$ cat config.mk
export PLATFORM = sky130hd
export DESIGN_NAME = usbpll_div_seq
export DESIGN_NICKNAME = d
export VERILOG_FILES = /design/src/rtl/usbpll_pkg.sv /design/src/rtl/usbpll_divider.sv /design/src/rtl/usbpll_ctl_field.sv /design/src/rtl/usbpll_div_seq.sv
export SDC_FILE = /design/constraint.sdc
export NUM_CORES = 1
export LEC_CHECK = 0
export ABC_AREA = 1
export CORE_MARGIN = 2
export CORE_UTILIZATION = 45
export DETAILED_ROUTE_END_ITERATION = 16
export HOLD_SLACK_MARGIN = 0.05
export PLACE_DENSITY = 0.66
export SLEW_MARGIN = 20
export SYNTH_ARGS = -nofsm -noshare
export SYNTH_HDL_FRONTEND = slang
export SYNTH_HIERARCHICAL = 1
export SYNTH_SLANG_ARGS = --single-unit
$ cat constraint.sdc
create_clock -name clk -period 4.35 [get_ports clk]
set_input_delay 0.435 -clock clk [delete_from_list [all_inputs] [get_ports clk]]
set_output_delay 0.435 -clock clk [all_outputs]
set_load 0.01 [all_outputs]
$ cat src/rtl/usbpll_pkg.sv
package usbpll_pkg;

  typedef enum logic [2:0] {
    S_IDLE,
    S_RD_CTRL,
    S_DIV_GO,
    S_DIV_WAIT,
    S_WR_UNLOCK,
    S_WR_CTRL,
    S_WR_LOCK
  } seq_state_t;

endpackage

$ cat src/rtl/usbpll_divider.sv
module usbpll_divider #(
  parameter int N_W = 34,
  parameter int D_W = 32
) (
  input  logic           clk,
  input  logic           rst_n,
  input  logic           start,
  input  logic [N_W-1:0] dividend,
  input  logic [D_W-1:0] divisor,
  output logic           busy,
  output logic           done,
  output logic [N_W-1:0] quotient
);
  localparam int CNT_W = $clog2(N_W + 1);
  localparam int P_W   = N_W + D_W;

  logic [N_W-1:0]   quo_q;
  logic [D_W-1:0]   rem_q;
  logic [D_W-1:0]   dvs_q;
  logic [N_W-1:0]   dvd_q;
  logic [CNT_W-1:0] cnt_q;
  logic [D_W:0]     trial;
  logic             fits;

  assign trial = {rem_q, quo_q[N_W-1]};
  assign fits  = trial >= {1'b0, dvs_q};

  always_ff @(posedge clk or negedge rst_n) begin
    if (!rst_n) begin
      quo_q <= '0;
      rem_q <= '0;
      dvs_q <= '0;
      dvd_q <= '0;
      cnt_q <= '0;
      busy  <= 1'b0;
      done  <= 1'b0;
    end else begin
      done <= 1'b0;
      if (start && !busy) begin
        quo_q <= dividend;
        dvd_q <= dividend;
        dvs_q <= divisor;
        rem_q <= '0;
        cnt_q <= CNT_W'(N_W);
        busy  <= 1'b1;
      end else if (busy) begin
        rem_q <= fits ? D_W'(trial - {1'b0, dvs_q}) : trial[D_W-1:0];
        quo_q <= {quo_q[N_W-2:0], fits};
        cnt_q <= cnt_q - 1'b1;
        if (cnt_q == CNT_W'(1)) begin
          busy <= 1'b0;
          done <= 1'b1;
        end
      end
    end
  end

  assign quotient = quo_q;

  // a finished division is exact and its remainder is below the divisor
  p_div_exact_r5: assert property (@(posedge clk) disable iff (!rst_n)
    done |-> ((P_W'(quo_q) * P_W'(dvs_q) + P_W'(rem_q)) == P_W'(dvd_q)) && (rem_q < dvs_q));

endmodule

$ cat src/rtl/usbpll_ctl_field.sv
module usbpll_ctl_field #(
  parameter int DATA_W    = 32,
  parameter int NDIV_LSB  = 2,
  parameter int NDIV_W    = 10,
  parameter int PDIV_LSB  = 12,
  parameter int PDIV_W    = 3,
  parameter int PDIV_DFLT = 8
) (
  input  logic [DATA_W-1:0] ctrl_rd,
  input  logic [NDIV_W-1:0] ndiv,
  output logic [PDIV_W:0]   prediv,
  output logic [DATA_W-1:0] ctrl_wr
);
  localparam logic [DATA_W-1:0] NDIV_MASK = DATA_W'(((64'd1 << NDIV_W) - 1) << NDIV_LSB);

  function automatic logic [PDIV_W:0] pick_prediv(input logic [DATA_W-1:0] word);
    logic [PDIV_W-1:0] fld;
    fld = word[PDIV_LSB +: PDIV_W];
    return (fld == '0) ? (PDIV_W+1)'(PDIV_DFLT) : {1'b0, fld};
  endfunction

  function automatic logic [DATA_W-1:0] splice_ndiv(input logic [DATA_W-1:0] word,
                                                    input logic [NDIV_W-1:0] val);
    return (word & ~NDIV_MASK) | (DATA_W'(val) << NDIV_LSB);
  endfunction

  assign prediv  = pick_prediv(ctrl_rd);
  assign ctrl_wr = splice_ndiv(ctrl_rd, ndiv);

  // pre-divider used is never zero
  always_comb begin
    p_prediv_nonzero_r4: assert (prediv != '0);
  end

endmodule

$ cat src/rtl/usbpll_div_seq.sv
module usbpll_div_seq
  import usbpll_pkg::*;
#(
  parameter int ADDR_W    = 12,
  parameter int DATA_W    = 32,
  parameter int RATE_W    = 32,
  parameter int DVD_W     = 34,
  parameter int NDIV_LSB  = 2,
  parameter int NDIV_W    = 10,
  parameter int PDIV_LSB  = 12,
  parameter int PDIV_W    = 3,
  parameter int PDIV_DFLT = 8,
  parameter logic [RATE_W-1:0] VCO_HZ     = 32'd1920000000,
  parameter logic [ADDR_W-1:0] CTRL_OFF   = 12'h164,
  parameter logic [ADDR_W-1:0] KEY_OFF    = 12'h180,
  parameter logic [DATA_W-1:0] UNLOCK_KEY = 32'h0000EA68,
  parameter logic [DATA_W-1:0] LOCK_KEY   = 32'h00000000
) (
  input  logic              clk,
  input  logic              rst_n,
  input  logic              start,
  input  logic [RATE_W-1:0] ref_hz,
  output logic              busy,
  output logic              done,
  output logic              error,
  output logic              bus_req,
  output logic              bus_we,
  output logic [ADDR_W-1:0] bus_addr,
  output logic [DATA_W-1:0] bus_wdata,
  input  logic [DATA_W-1:0] bus_rdata,
  input  logic              bus_ack
);
  localparam int PD_W = PDIV_W + 1;

  seq_state_t        state_q;
  logic [RATE_W-1:0] rate_q;
  logic [DATA_W-1:0] ctrl_q;
  logic [NDIV_W-1:0] ndiv_q;
  logic              key_open_q;

  logic [PD_W-1:0]   prediv;
  logic [DATA_W-1:0] ctrl_new;
  logic [DVD_W-1:0]  dividend;
  logic [DVD_W-1:0]  quotient;
  logic              div_busy;
  logic              div_done;
  logic              div_go;
  logic              ndiv_ovf;
  logic              xfer_done;
  logic              accept_start;

  usbpll_ctl_field #(
    .DATA_W(DATA_W), .NDIV_LSB(NDIV_LSB), .NDIV_W(NDIV_W),
    .PDIV_LSB(PDIV_LSB), .PDIV_W(PDIV_W), .PDIV_DFLT(PDIV_DFLT)
  ) u_field (
    .ctrl_rd(ctrl_q),
    .ndiv   (ndiv_q),
    .prediv (prediv),
    .ctrl_wr(ctrl_new)
  );

  assign dividend = DVD_W'(VCO_HZ) * DVD_W'(prediv);
  assign div_go   = (state_q == S_DIV_GO);

  usbpll_divider #(.N_W(DVD_W), .D_W(RATE_W)) u_div (
    .clk     (clk),
    .rst_n   (rst_n),
    .start   (div_go),
    .dividend(dividend),
    .divisor (rate_q),
    .busy    (div_busy),
    .done    (div_done),
    .quotient(quotient)
  );

  assign ndiv_ovf     = |(quotient >> NDIV_W);
  assign xfer_done    = bus_req && bus_ack;
  assign accept_start = (state_q == S_IDLE) && start;
  assign busy         = (state_q != S_IDLE);

  always_comb begin
    bus_req   = 1'b0;
    bus_we    = 1'b0;
    bus_addr  = CTRL_OFF;
    bus_wdata = '0;
    case (state_q)
      S_RD_CTRL:   begin bus_req = 1'b1; end
      S_WR_UNLOCK: begin bus_req = 1'b1; bus_we = 1'b1; bus_addr = KEY_OFF; bus_wdata = UNLOCK_KEY; end
      S_WR_CTRL:   begin bus_req = 1'b1; bus_we = 1'b1; bus_wdata = ctrl_new; end
      S_WR_LOCK:   begin bus_req = 1'b1; bus_we = 1'b1; bus_addr = KEY_OFF; bus_wdata = LOCK_KEY; end
      default:     ;
    endcase
  end

  always_ff @(posedge clk or negedge rst_n) begin
    if (!rst_n) begin
      state_q    <= S_IDLE;
      rate_q     <= '0;
      ctrl_q     <= '0;
      ndiv_q     <= '0;
      key_open_q <= 1'b0;
      done       <= 1'b0;
      error      <= 1'b0;
    end else begin
      done  <= 1'b0;
      error <= 1'b0;
      case (state_q)
        S_IDLE: if (start) begin
          rate_q <= ref_hz;
          if (ref_hz == '0) begin
            done  <= 1'b1;
            error <= 1'b1;
          end else begin
            state_q <= S_RD_CTRL;
          end
        end
        S_RD_CTRL: if (xfer_done) begin
          ctrl_q  <= bus_rdata;
          state_q <= S_DIV_GO;
        end
        S_DIV_GO: state_q <= S_DIV_WAIT;
        S_DIV_WAIT: if (div_done) begin
          if (ndiv_ovf) begin
            done    <= 1'b1;
            error   <= 1'b1;
            state_q <= S_IDLE;
          end else begin
            ndiv_q  <= quotient[NDIV_W-1:0];
            state_q <= S_WR_UNLOCK;
          end
        end
        S_WR_UNLOCK: if (xfer_done) begin
          key_open_q <= 1'b1;
          state_q    <= S_WR_CTRL;
        end
        S_WR_CTRL: if (xfer_done) state_q <= S_WR_LOCK;
        S_WR_LOCK: if (xfer_done) begin
          key_open_q <= 1'b0;
          done       <= 1'b1;
          state_q    <= S_IDLE;
        end
        default: state_q <= S_IDLE;
      endcase
    end
  end

  // an unacknowledged request keeps its attributes
  p_req_hold_r8: assert property (@(posedge clk) disable iff (!rst_n)
    (bus_req && !bus_ack) |=> (bus_req && $stable(bus_addr) && $stable(bus_we) && $stable(bus_wdata)));

  // done is a single-cycle pulse
  p_done_pulse_r9: assert property (@(posedge clk) disable iff (!rst_n)
    done |=> !done);

  // error only accompanies done
  p_err_with_done_r9: assert property (@(posedge clk) disable iff (!rst_n)
    error |-> done);

  // control word written only inside an open key window
  p_ctrl_wr_unlocked_r3: assert property (@(posedge clk) disable iff (!rst_n)
    (bus_req && bus_we && bus_addr == CTRL_OFF) |-> key_open_q);

  // zero rate never leads to a bus request
  p_zero_rate_quiet_r2: assert property (@(posedge clk) disable iff (!rst_n)
    (accept_start && ref_hz == '0) |=> !bus_req);

  // a start while busy does not disturb the captured rate
  p_start_ignored_r10: assert property (@(posedge clk) disable iff (!rst_n)
    (busy && start) |=> $stable(rate_q));

  // divider never restarts while it is working
  p_div_single_r7: assert property (@(posedge clk) disable iff (!rst_n)
    div_go |-> !div_busy);

endmodule

==> out/metrics.cfg, run 1 <==
[setup_path]
crit_slowest_cell=dfrtp_1
ff2ff_setup_slack_ns=0.85
required_ns=4.64
cp-end-kind=register
r2r-start=ctrl_q[14]
crit_buf_inv=3
worstPathMaxFanout=11
cpPeakStageDelay_ns=0.54
cpMostUsedCell=nand2_1
worst_ep_arrival_time_ns=3.79
crit_family=adder cells
cp_cell_sequence=nor2_2 > inv_1 > fa_1 > inv_1 > ha_1 > ha_1 > nand2_1 > inv_1 > a21oi_1 > o21ai_1 > nand2_1 > nand2_1 > nand2_1 > nand2_1 > nand2_1 > o221ai_1
reg2reg_depth=16
r2r-end=u_div/quotient[33]
cp-start-kind=register
worstSetupPathType=register to register

[timing]
setup_viol=0
fmax_mhz=286
rsz0062_at_grt=false
worst_slack_ns=0.850
finalSetupTns_ns=0
finalHoldViolCount=0
slew_headroom_pct=38.6
fin_worst_skew_ns=0.0132
hold_slack_ns=0.0420
period_share_pct=80.5
fin_crit_ns=3.50
maxSlewViolCount=0
worst_pin_slew_ns=0.918

[clock_tree]
cts.repair.resized=0
cts_hold_buf=0
clk_latency_ns=0.44
numCtsBuffers=17
clock_sinks=175
cts.clk_slew.worst_paths_ns=0.08
h-tree-depth=4
cts_setup_buffers=0
cts_tree=yes
clock-root-buffer=clkbuf_16
cts_buffer_depth=2

[die]
initial_core_util_pct=45.7
fp.coreArea_mm2=0.0261
io_pins=117
die_h_um=167
rows=59
die_w_um=167
die-area_mm2=0.0278

[routing]
wire_per_inst_um=14.2
drtAntennaViolNets=0
routed_wl_um=29100
num_vias=10101
first_pass_iters=5
route.detailed.drc=0
drt_iter0_drc=780
viasPerCell=4.93

[synth]
syn_area_mm2=0.0119
syn_area_per_cell_um2=7.23
ys_warn_count=6
synthCells=1648

[placement]
dpl-instance-area_mm2=0.0129
dp_hpwl_um=21500
post-place-cells=2016
io_buffers=98
dp_slack_ns=0.867
place.gp.congestion=0.955

[global_routing]
antenna_found_initial=1
grt.total_usage_pct=21.6
overflow=0
grt_max_degree=91
grt_pass1_vias=9855
grt_first_pass_wirelength_um=49100

[finish]
fin_area_mm2=0.0135
area_growth_pct=13.0
drive_gt1_share_pct=8.06
fillCellCount=2595
finalNetCount=1822
fin_cells=2048
diodes=0

[hold_path]
worstHoldPathType=input pin to asynchronous set/reset pin

[pwr]
irDropWorstVdd_mv=0.502
p_leak_nw=7.04
powerDensity_mw_per_mm2=906

[status]
status=finished, final reports clean

[flow_run]
maxCapViolations=0

[worst register-to-register path, cell delays in order (launching register included)]
cell      delay, ns
dfrtp_1        0.54
nor2_2         0.30
inv_1          0.09
fa_1           0.49
inv_1          0.05
ha_1           0.32
ha_1           0.39
nand2_1        0.17
inv_1          0.10
a21oi_1        0.27
o21ai_1        0.19
nand2_1        0.11
nand2_1        0.05
nand2_1        0.05
nand2_1        0.05
nand2_1        0.07
o221ai_1       0.12
[sequential cells by signal (all words and copies together), names as in the netlist, 3 cells and up]
| signal | cells |
|---|---|
| rate_q | 32 |
| u_div/dvs_q | 32 |
| ndiv_q | 10 |
| u_div/cnt_q | 6 |
| ctrl_q | 22 |
| state_q | 3 |
| u_div/quotient | 34 |
| u_div/rem_q | 32 |
[worst max-delay path by stage]
stage               start            endpoint  slack [ns]  cells after the start
2_1_floorplan  ctrl_q[14]  u_div/quotient[33]        1.30                     16
3_3_place_gp   ctrl_q[14]  u_div/quotient[33]        0.94                     16
3_5_place_dp   ctrl_q[14]  u_div/quotient[33]        0.87                     16
4_1_cts        ctrl_q[14]  u_div/quotient[33]        0.85                     16
5_1_grt        ctrl_q[14]  u_div/quotient[33]        0.59                     16
6_report       ctrl_q[14]  u_div/quotient[33]        0.85                     16
[where the power goes]
group | switching, mW | total [mW] | leakage, nW | internal, mW
sequential | 0.453 | 2.88 | 2.15 | 2.42
clock | 0.770 | 1.60 | 0.297 | 0.832
combinational | 4.86 | 7.73 | 4.59 | 2.87
[final cells by class]
| cell class | instances | area [µm²] | share of cell area [%] |
|---|---|---|---|
| clock inverter | 15 | 191 | 1.42 |
| clock buffer | 17 | 425 | 3.16 |
| tap | 335 | 419 | 3.11 |
| inverter | 283 | 1060 | 7.90 |
| multi-input combinational | 1118 | 5950 | 44.2 |
| sequential | 175 | 4380 | 32.5 |
| timing repair buffer | 105 | 1030 | 7.68 |
[placed cells by master, fill, tap and decap left out, types with 2 or more instances in the layout]
cell             count
nand2_1            512
nor2_2              11
buf_4                7
ha_1                50
mux2_2              22
or2_2                5
and2_1               6
o221ai_1             9
o21ai_0             63
nor2_4               3
a21oi_1             24
o211ai_1            13
xnor2_1             13
nor3_1               6
inv_8                4
inv_2               12
o21a_1               2
nand3_1            121
dfrtp_1            174
nand4_1             12
nor2_1             121
fa_1                 4
inv_6                3
nand3b_1            14
xor2_1              11
a22oi_1              8
clkinv_4             2
mux2_4              20
conb_1              21
o22ai_1              3
o21ai_1             15
clkinv_8             4
nand2_2             11
clkbuf_16           17
nand3_2              6
inv_1              270
o21bai_1             4
clkdlybuf4s50_1     97
[layer usage]
metal	track usage (%)	wire length (µm)	vias to the layer above
li1	-	-	5156
met1	31.2	14300	4716
met2	34.8	13200	202
met3	2.47	1160	27
met4	5.47	438	0
met5	0	0	-
[metrics by stage]
step / util [%] / total power [mW]
after floorplan: - / 9.04
after global placement: 49.3 / 10.4
after detailed placement: 49.3 / 10.6
after CTS: 51.7 / 12.2
after global routing: 51.7 / 13.5
final: 51.7 / 12.2
(Power assumes the default switching activity.)
==> run 2: changes to the inputs <==
- PLACE_DENSITY: 0.66 -> 0.69
- clock period: 4.35 -> 3 ns (I/O delays scaled with it)
==> run 2 against run 1 <==
Combinational power is 57% higher. Power increased by 51%. Critical path depth is 1 higher. Clock power rose by 41%. Highest routed layer unchanged.
==> out/metrics.cfg, run 2 (synthesized netlist as in run 1, its figures left out) <==
[status]
status=finished, final reports clean

[global_routing]
grt_pass1_vias=9906  ; +0.52%
use_met2_pct=35.7  ; +0.86 points
overflow=0  ; unchanged
grt-busiest-layer=met2
grtUsageMet3_pct=2.35  ; -0.12 points
antenna_found_initial=0  ; -1
grt_first_pass_wirelength_um=49900  ; +1.6%
grt_use_met1_pct=31.7  ; +0.53 points
grt.total_usage_pct=22.1  ; +0.46 points
grt_max_degree=71  ; -22%

[pwr]
irDropWorstVdd_mv=0.643  ; +28%
switchingPower_mw=9.19  ; +51%
pwr-share-seq_pct=22.5  ; -1.1 points
p_leak_nw=7.21  ; +2.4%
internal_power_mw=9.27  ; +51%
pwr-share-clk_pct=12.2  ; -0.9 points
powerDensity_mw_per_mm2=1330  ; +47%
swShare_pct=49.8  ; -0.052 points
combPwrFrac_pct=65.3  ; +2.0 points
power_mw=18.5  ; +51%

[routing]
num_vias=10257  ; +1.5%
drt_iter0_drc=798  ; +2.3%
route.detailed.drc=0  ; unchanged
wire_per_inst_um=14.5  ; +1.8%
first_pass_iters=7  ; +2
viasPerCell=4.94  ; about the same
drtAntennaViolNets=0  ; unchanged
routed_wl_um=30100  ; +3.3%

[die]
fp.coreArea_mm2=0.0261  ; unchanged
rows=59  ; unchanged
die_h_um=167  ; unchanged
initial_core_util_pct=45.7  ; unchanged
die-area_mm2=0.0278  ; unchanged
die_w_um=167  ; unchanged
io_pins=117  ; unchanged

[setup_path]
worstPathMaxFanout=4  ; -7
cp_cell_sequence=inv_1 > nand2_1 > nor2_2 > inv_1 > fa_1 > inv_1 > ha_4 > ha_4 > buf_4 > nand2_2 > buf_4 > nor3_1 > nand2_1 > nand3_1 > nand2_1 > nand2_1 > o221ai_1
worstSetupPathType=register to register
cpPeakStageDelay_ns=0.47  ; -0.07 ns
cp-end-kind=register
crit_slowest_cell=fa_1
worst_ep_arrival_time_ns=3.09  ; -0.70 ns
cpMostUsedCell=nand2_1
cp-start-kind=register
required_ns=3.30  ; -1.34 ns

[placement]
dpl-instance-area_mm2=0.0131  ; +2.0%
place.gp.congestion=0.957  ; +0.22%
io_buffers=98  ; unchanged
dp_slack_ns=0.0585  ; -0.808 ns
dp_hpwl_um=22500  ; +4.7%

[timing]
fin_worst_skew_ns=0.0183  ; +0.00510 ns
period_share_pct=93.1  ; +13 points
fmax_mhz=358  ; +25%
worst_pin_slew_ns=0.701  ; -0.217 ns
maxSlewViolCount=0  ; unchanged
slew_headroom_pct=53.3  ; +15 points
finalHoldViolCount=0  ; unchanged
hold_slack_ns=0.431  ; +0.389 ns
fin_crit_ns=2.79  ; -0.706 ns
finalSetupTns_ns=0  ; unchanged
setup_viol=0  ; unchanged
worst_slack_ns=0.206  ; -0.644 ns

[clock_tree]
clock_sinks=175  ; unchanged
h-tree-depth=4  ; unchanged
numCtsBuffers=17  ; unchanged
clock-root-buffer=clkbuf_16
cts_tree=yes
cts_buffer_depth=2  ; unchanged
cts.clk_slew.worst_paths_ns=0.08  ; about the same
clk_latency_ns=0.44  ; about the same

[finish]
drive_gt1_share_pct=10.8  ; +2.8 points
diodes=0  ; unchanged
fillCellCount=2529  ; -2.5%
fin_area_mm2=0.0138  ; +2.7%
final_common_cell=nand2_1
area_growth_pct=16.1
largest_register_ffs=34  ; unchanged
mostFrequentLayoutCells=505 x nand2_1, 270 x inv_1, 173 x dfrtp_1, 120 x nor2_1, 120 x nand3_1
finalNetCount=1852  ; +1.6%

[hold_path]
worstHoldPathType=input pin to register

[flow_run]
maxCapViolations=0  ; unchanged

## run 2: cell count changes in the layout (fill, tap and decap cells not counted), moves of 4 or more
cell	change
buf_4	+25
buf_12	+4
a21oi_1	-4
a21oi_2	+4
nand2_2	+7
nand2_1	-7
## run 2: stage by stage
stage / utilization [%] / instances
global placement: 50.3 / 2044
floorplan: - / 1667
CTS: 52.7 / 2077
global route: 53.1 / 2078
finish: 53.1 / 2078
detailed placement: 50.3 / 2044
## run 2: area by class of cell
type | instances | area, µm² | area share (%)
Clock buffer | 18 | 439 | 3.17
Clock inverter | 14 | 166 | 1.20
Inverter | 283 | 1060 | 7.70
Multi-Input combinational cell | 1118 | 6050 | 43.7
Sequential cell | 175 | 4380 | 31.7
Tap cell | 335 | 419 | 3.03
Timing Repair Buffer | 135 | 1310 | 9.49
## run 2: repair_timing
action / CTS / global route
buffers inserted: 0 / 1
hold buffers: 1 / 0
endpoints found under the setup margin: 0 / 13
endpoints found under the hold margin: 67 / 0
gates resized for setup: 0 / 25
## run 2: final timing paths
| path | slack, ns | start | cells after the start | end |
|---|---|---|---|---|
| worst max register to register | 0.21 | ctrl_q[13] | 17 | u_div/quotient[28] |
| worst min-delay path | 0.43 | ref_hz[3] | 3 | rate_q[3] |
| worst max-delay path | 0.21 | ctrl_q[13] | 17 | u_div/quotient[28] |
| worst min register to register | 0.47 | rate_q[20] | 2 | u_div/dvs_q[20] |
| min in group asynchronous | 0.44 | rst_n | 2 | u_div/dvs_q[10] |
| max in group asynchronous | 1.76 | rst_n | 3 | ctrl_q[19] |
## run 2: worst max-delay path: cells and delay by family (launching register included)
| kind | cells | cell delay [ns] |
|---|---|---|
| AND/OR/NAND/NOR | 8 | 0.70 |
| adder cells (fa/ha/maj) | 3 | 0.99 |
| buffers and inverters | 5 | 0.46 |
| AO/OA/AOI/OAI | 1 | 0.11 |
| flip-flops | 1 | 0.39 |
## run 2: per-layer routing
layer  vias to the layer above  part of all wire (%)
li1                       5211                     -
met1                      4828                    49
met2                       180                    46
met3                        38                   3.5
met4                         0                   1.7
met5                         -                     0
## run 2: power by group through the flow
stage          clock, mW  sequential [mW]  combinational [mW]
6_report            2.26             4.15                12.1
5_1_grt             2.41             4.30                13.6
4_1_cts             2.31             4.15                11.7
3_5_place_dp           0             4.18                11.7
3_3_place_gp           0             4.15                11.5
2_1_floorplan          0             4.02                9.09
==> run 3: changes to the inputs <==
- GPL_TIMING_DRIVEN: default -> 1
==> results of run 3 <==
Final layout, timing and power as in run 2 (identical DEF).
